**src/rtl/ttx_fifo_pkg.sv**
```systemverilog
package ttx_fifo_pkg;
  localparam int BYTE_W = 8;
  localparam int CTL_W = 4;
  localparam int CTL_FLUSH = 0;
  localparam int CTL_HOST_RD = 1;
  localparam int CTL_RAM_TEST = 2;
  localparam int CTL_LINE_ANY = 3;

  // strobes from the control unit to the datapath
  typedef struct packed {
    logic              flush;
    logic              push;
    logic [BYTE_W-1:0] pushByte;
    logic              pop;
  } fifoStrobe_t;
endpackage

```
**src/rtl/ttx_fifo_ctrl_unit.sv**
```systemverilog
module ttx_fifo_ctrl_unit
  import ttx_fifo_pkg::*;
(
  input  logic              clk,
  input  logic              rst,
  input  logic              ctlWe,
  input  logic [CTL_W-1:0]  ctlWdata,
  input  logic              slicerValid,
  input  logic [BYTE_W-1:0] slicerData,
  input  logic              testWe,
  input  logic [BYTE_W-1:0] testData,
  input  logic              hostPop,
  input  logic              fmtPop,
  input  logic              fifoEmpty,
  output fifoStrobe_t       strobe,
  output logic              flushActive,
  output logic              hostReadEn,
  output logic              ramTestMode,
  output logic              lineAnyMode
);
  logic flushReg;

  always_ff @(posedge clk) begin
    if (rst) begin
      flushReg    <= 1'b0;
      hostReadEn  <= 1'b1;
      ramTestMode <= 1'b0;
      lineAnyMode <= 1'b0;
    end else begin
      // the flush bit lives one cycle only
      flushReg <= ctlWe && ctlWdata[CTL_FLUSH];
      if (ctlWe) begin
        hostReadEn  <= ctlWdata[CTL_HOST_RD];
        ramTestMode <= ctlWdata[CTL_RAM_TEST];
        lineAnyMode <= ctlWdata[CTL_LINE_ANY];
      end
    end
  end

  always_comb begin
    strobe.flush    = flushReg;
    strobe.push     = !flushReg && (ramTestMode ? testWe : slicerValid);
    strobe.pushByte = ramTestMode ? testData : slicerData;
    strobe.pop      = !flushReg && !fifoEmpty && (hostReadEn ? hostPop : fmtPop);
  end

  assign flushActive = flushReg;
endmodule

```
**src/rtl/ttx_fifo_datapath.sv**
```systemverilog
module ttx_fifo_datapath
  import ttx_fifo_pkg::*;
#(
  parameter int DEPTH   = 256,
  parameter int PKT_LEN = 42,
  parameter int CNT_W   = $clog2(DEPTH + 1)
) (
  input  logic              clk,
  input  logic              rst,
  input  fifoStrobe_t       strobe,
  output logic [BYTE_W-1:0] rdByte,
  output logic [CNT_W-1:0]  fillLevel,
  output logic [CNT_W-1:0]  pktCount,
  output logic              readInProgress,
  output logic              overflow,
  output logic              fifoEmpty
);
  localparam int PTR_W = $clog2(DEPTH);
  localparam int POS_W = $clog2(PKT_LEN);
  localparam logic [CNT_W-1:0] FULL_LVL = CNT_W'(DEPTH);
  localparam logic [PTR_W-1:0] LAST_PTR = PTR_W'(DEPTH - 1);
  localparam logic [POS_W-1:0] LAST_POS = POS_W'(PKT_LEN - 1);

  logic [BYTE_W-1:0] mem [DEPTH];
  logic [PTR_W-1:0]  wrPtr, rdPtr;
  logic [POS_W-1:0]  wrPos, rdPos;
  logic fifoFull, doPush, doPop, wrLast, rdLast;

  assign fifoFull  = (fillLevel == FULL_LVL);
  assign fifoEmpty = (fillLevel == '0);
  assign doPush    = strobe.push && !fifoFull;
  assign doPop     = strobe.pop && !fifoEmpty;
  assign wrLast    = doPush && (wrPos == LAST_POS);
  assign rdLast    = doPop && (rdPos == LAST_POS);

  function automatic logic [PTR_W-1:0] nextPtr(input logic [PTR_W-1:0] p);
    return (p == LAST_PTR) ? '0 : p + PTR_W'(1);
  endfunction

  function automatic logic [POS_W-1:0] nextPos(input logic [POS_W-1:0] p);
    return (p == LAST_POS) ? '0 : p + POS_W'(1);
  endfunction

  always_ff @(posedge clk) begin
    if (doPush) mem[wrPtr] <= strobe.pushByte;
  end

  always_ff @(posedge clk) begin
    if (rst || strobe.flush) begin
      wrPtr     <= '0;
      rdPtr     <= '0;
      wrPos     <= '0;
      rdPos     <= '0;
      fillLevel <= '0;
      pktCount  <= '0;
      overflow  <= 1'b0;
    end else begin
      if (doPush) begin
        wrPtr <= nextPtr(wrPtr);
        wrPos <= nextPos(wrPos);
      end
      if (doPop) begin
        rdPtr <= nextPtr(rdPtr);
        rdPos <= nextPos(rdPos);
      end
      case ({doPush, doPop})
        2'b10:   fillLevel <= fillLevel + CNT_W'(1);
        2'b01:   fillLevel <= fillLevel - CNT_W'(1);
        default: fillLevel <= fillLevel;
      endcase
      case ({wrLast, rdLast})
        2'b10:   pktCount <= pktCount + CNT_W'(1);
        2'b01:   pktCount <= pktCount - CNT_W'(1);
        default: pktCount <= pktCount;
      endcase
      if (strobe.push && fifoFull) overflow <= 1'b1;
    end
  end

  assign rdByte         = fifoEmpty ? '0 : mem[rdPtr];
  assign readInProgress = (rdPos != '0);
endmodule

```
**src/rtl/ttx_fifo_controller.sv**
```systemverilog
module ttx_fifo_controller
  import ttx_fifo_pkg::*;
#(
  parameter int DEPTH   = 256,
  parameter int PKT_LEN = 42,
  parameter int LINE_W  = 9,
  parameter int CNT_W   = $clog2(DEPTH + 1)
) (
  input  logic              clk,
  input  logic              rst,
  input  logic              ctlWe,
  input  logic [CTL_W-1:0]  ctlWdata,
  input  logic              slicerValid,
  input  logic [BYTE_W-1:0] slicerData,
  input  logic              testWe,
  input  logic [BYTE_W-1:0] testData,
  input  logic              hostPop,
  input  logic              fmtPop,
  input  logic [CNT_W-1:0]  thrLevel,
  input  logic [LINE_W-1:0] videoLine,
  input  logic [LINE_W-1:0] irqLine,
  output logic [BYTE_W-1:0] hostData,
  output logic [BYTE_W-1:0] fmtData,
  output logic [CNT_W-1:0]  fillLevel,
  output logic [CNT_W-1:0]  pktCount,
  output logic              thrFlag,
  output logic              dataFlag,
  output logic              overflow,
  output logic              readInProgress,
  output logic              flushActive,
  output logic              hostReadEn,
  output logic              ramTestMode,
  output logic              lineAnyMode
);
  fifoStrobe_t       strobe;
  logic [BYTE_W-1:0] rdByte;
  logic              fifoEmpty;

  ttx_fifo_ctrl_unit u_ctrl (
    .clk(clk), .rst(rst), .ctlWe(ctlWe), .ctlWdata(ctlWdata),
    .slicerValid(slicerValid), .slicerData(slicerData),
    .testWe(testWe), .testData(testData),
    .hostPop(hostPop), .fmtPop(fmtPop), .fifoEmpty(fifoEmpty),
    .strobe(strobe), .flushActive(flushActive), .hostReadEn(hostReadEn),
    .ramTestMode(ramTestMode), .lineAnyMode(lineAnyMode)
  );

  ttx_fifo_datapath #(.DEPTH(DEPTH), .PKT_LEN(PKT_LEN), .CNT_W(CNT_W)) u_dp (
    .clk(clk), .rst(rst), .strobe(strobe), .rdByte(rdByte),
    .fillLevel(fillLevel), .pktCount(pktCount),
    .readInProgress(readInProgress), .overflow(overflow), .fifoEmpty(fifoEmpty)
  );

  assign hostData = hostReadEn ? rdByte : '0;
  assign fmtData  = hostReadEn ? '0 : rdByte;
  assign thrFlag  = (fillLevel >= thrLevel);
  assign dataFlag = (videoLine == irqLine) && (lineAnyMode || (pktCount != '0));
endmodule

```
**config.mk**
```make
export PLATFORM = sky130hd
export DESIGN_NAME = ttx_fifo_controller
export DESIGN_NICKNAME = d
export VERILOG_FILES = /design/src/rtl/ttx_fifo_pkg.sv /design/src/rtl/ttx_fifo_ctrl_unit.sv /design/src/rtl/ttx_fifo_datapath.sv /design/src/rtl/ttx_fifo_controller.sv
export SDC_FILE = /design/constraint.sdc
export NUM_CORES = 2
export LEC_CHECK = 0
export BUFFER_PORTS_ARGS = -buffer_cell sky130_fd_sc_hd__buf_4
export CAP_MARGIN = 20
export CELL_PAD_IN_SITES_DETAIL_PLACEMENT = 2
export CELL_PAD_IN_SITES_GLOBAL_PLACEMENT = 2
export CORE_MARGIN = 5
export CORE_UTILIZATION = 45
export DETAILED_ROUTE_END_ITERATION = 8
export GPL_TIMING_DRIVEN = 0
export PLACE_DENSITY = 0.71
export SLEW_MARGIN = 40
export SYNTH_ARGS = -nofsm -noshare
export SYNTH_HDL_FRONTEND = slang
export SYNTH_SLANG_ARGS = --single-unit
```
**constraint.sdc**
```tcl
create_clock -name clk -period 5.6 [get_ports clk]
set_input_delay 0.28 -clock clk [delete_from_list [all_inputs] [get_ports clk]]
set_output_delay 0.28 -clock clk [all_outputs]
set_load 0.02 [all_outputs]
```
==> impl_metrics.toml <==
[outcome]
outcome = "finished with violations"
violations = "negative setup slack"

[cells_and_area]
fin_nets = 4370
areaGrowthSynthToFinish_pct = 15.1
drive_above_1_share_pct = 31.3
fin_util_pct = 52.1

[floorplanning]
core-area_um2 = 183000
die_x_um = 439
initial_utilization_pct = 45.3
ios = 96
dieHeight_um = 439
die-area_um2 = 193000
rows = 157

[critical_path]
critPathLaunchType = "flop"
cp_max_fo = 10
critical_path.top_delay_family = "buffers and inverters"
ff2ff_path_depth = 8
end_kind = "output pin"
cp_cell_sequence = "buf_2 > buf_2 > buf_4 > buf_2 > buf_4 > mux2i_1 > a21oi_1 > nand4_1 > nand3_1 > nand2_1 > nor2_1 > buf_4"
r2r_setup_slack_ps = 350
critPathSlowestCell = "a21oi_1"
cp_num_buf_inv = 6
cp.required_ps = 5320
slowest_delay_ps = 550
rr_endpoint = "u_dp.mem[96][7]"
r2r-start = "u_ctrl.ramTestMode"
crit_type = "flop to output pin"
cp.arrival_ps = 5450

[grt]
grt_pass1_wl_mm = 429
antenna_found_initial = 20
grt-ovfl-total = 0
grtUsageTotal_pct = 32.6
grt_max_degree = 101
grt_pass1_vias = 48500

[timing]
slew_viol_final = 0
timing.final.crit_share_pct = 102
fin_worst_skew_ps = 44.1
worst_pin_slew_ps = 1060
fmax_ghz = 0.175
rsz0062_at_grt = "false"
finalSetupViolCount = 10
fin_crit_ps = 5730
hold_slack_ps = 87.8
hold_viol_final = 0
relSlewSlack_pct = 29.4
setup_ws_ps = -128

[power]
p_per_area_nw_per_um2 = 395
intPower_w = 0.0275
pwr-share-comb_pct = 14.8
pwr-share-clk_pct = 38.6
seq_power_share_pct = 46.6
p_sw_share_pct = 27.0
p_switching_w = 0.0102
irDropWorstVdd_mv = 0.286
p_leak_nw = 28.9

[drt]
antenna_left = 0
wl_per_cell_um = 45.2
drc = 0
num_vias = 46700
first_pass_iters = 6
drtIter0Drc = 7739
via_per_inst = 6.73
finalWirelength_mm = 314

[logic_synthesis]
yosys.cell_types.count = 67
ys.flop_type = "edfxtp_1"
syn_nets = 4013
yosys_warnings = 0
synthCells = 3927
ys_seq_area_share_pct = 75.6
synth_edf_count = 2048
avgSynthCellArea_um2 = 21.1
synthesis.area_um2 = 83000
ys_ff_latch = 2107
async_flop_share_pct = 0

[clock_network]
cts_tree = "built"
clkTransAtPathRegs_ps = 70
cts_max_level = 4
clock-root-buffer = "clkbuf_16"
insertion_delay_ps = 870
clock-sinks = 2107
postCtsSetupBuffers = 0
cts_buffer_depth = 3
numCtsBuffers = 215

[min_path]
holdPathStages = 2
holdPathEnd = "u_dp.mem[48][3]"
min_path_type = "primary input to flop"
worstHoldStart = "slicerData[3]"

[placement]
io_buffer_count = 95
place.gp.congestion = 0.895
dp_slack_ps = 116
dp_hpwl_mm = 205

[flow_run]
drv_cap = 0
[logic make-up after synthesis]
family,synth area share (%)
mux,16.8
buf+inv,1.81
xor+xnor,0.443
fa+ha+maj,0.492
simple gates,2.92
compound gates,1.99
flops,75.6
[cell usage in the layout, fill, tap and decap left out, types with 8 or more instances in the layout]
cell and count:
edfxtp_1 2048, mux4_2 523, nor2_2 224, clkbuf_16 223, mux2i_1 156, buf_4 139
nor2_1 128, clkbuf_1 77, nand2_1 68, dfxtp_1 58, clkinv_1 57, buf_2 56
clkinv_2 46, a22oi_1 45, o22ai_1 40, clkbuf_2 34, a21oi_1 31, ha_1 31
nand3_1 30, buf_16 29, xor2_1 27, buf_6 26, a211oi_1 22, inv_1 21
nor2b_1 21, o211ai_1 20, nor3_1 19, mux4_1 18, nand4_1 17, o21ai_0 16
bufinv_16 16, xnor2_1 15, dlygate4sd3_1 14, buf_8 9, mux2_8 8, a2111oi_0 8
or3_1 8
[power by group through the flow]
stage,clock network [W],logic [W],registers (W)
floorplan,0,0.00294,0.0179
global placement,0,0.00505,0.0180
detailed placement,0,0.00538,0.0179
CTS,0.0146,0.00548,0.0175
global route,0.0154,0.00565,0.0175
finish,0.0145,0.00559,0.0175
[worst max path at each step]
stage                                   from          endpoint  depth (start not counted)
after floorplan            u_dp.fillLevel[4]  u_dp.pktCount[8]                         18
after global placement    u_ctrl.ramTestMode  u_dp.mem[134][2]                          2
after detailed placement   u_dp.fillLevel[4]  u_dp.pktCount[8]                         18
final                                   flop        fmtData[1]                         12
after CTS                               flop        fmtData[3]                         12
after global routing                    flop        fmtData[1]                         12
[sequential cells by signal, summed over array words and instances (netlist names), named ones only]
signal,count
u_dp.mem,2048
u_dp.fillLevel,9
u_dp.pktCount,9
u_dp.rdPtr,8
u_dp.wrPtr,8
u_dp.rdPos,6
u_dp.wrPos,6
u_ctrl.flushActive,1
u_ctrl.hostReadEn,1
u_ctrl.lineAnyMode,1
u_ctrl.ramTestMode,1
u_dp.overflow,1
[per-stage QoR]
stage | total power [W] | setup TNS [ps] | area (um2) | instances
5_1_grt | 0.0386 | 0 | 95400 | 6933
2_1_floorplan | 0.0209 | 0 | 83000 | 3927
6_report | 0.0377 | -575 | 95500 | 6939
4_1_cts | 0.0376 | 0 | 95100 | 6932
3_5_place_dp | 0.0233 | 0 | 88100 | 6517
3_3_place_gp | 0.0230 | 0 | 86700 | 6486
[metal layers]
| layer | wire [um] | vias up | global-route usage [%] |
|---|---|---|---|
| met1 | 115000 | 25300 | 43.0 |
| met4 | 20400 | 6 | 18.2 |
| met3 | 31900 | 821 | 7.53 |
| met2 | 147000 | 3511 | 50.4 |
| met5 | 40 | - | 0 |
| li1 | - | 17000 | - |
[synthesized netlist by cell type, types with 23 or more instances]
library cell,instances,area (um2)
ha_1,31,388
nand3_1,30,150
clkbuf_1,73,274
mux4_2,523,11800
o22ai_1,40,250
mux2i_1,156,1560
nor3_1,25,125
a22oi_1,45,338
edfxtp_1,2048,61500
a211oi_1,23,173
xor2_1,27,236
buf_2,54,270
nand2_1,73,274
buf_4,38,285
dfxtp_1,59,1180
nor2_1,352,1320
a21oi_1,31,155
buf_6,26,293
[repair_timing]
item | CTS | global route
endpoints found under the hold margin | 39 | 0
endpoints found under the setup margin | 14 | 6
gates cloned | 0 | 0
hold buffers | 15 | 0
pin swaps | 0 | 0
gates resized for setup | 8 | 7
[cell type report]
type	count	area [um2]
antenna	7	17.5
buffer	216	1490
clock buffer	269	5780
clock inverter	132	1090
fill	15600	87800
inverter	24	90.1
multi-input combinational	1579	19500
sequential	2107	62700
tap	2464	3080
timing repair buffer	141	1680
Note: power is estimated with default switching activity, not from simulation.
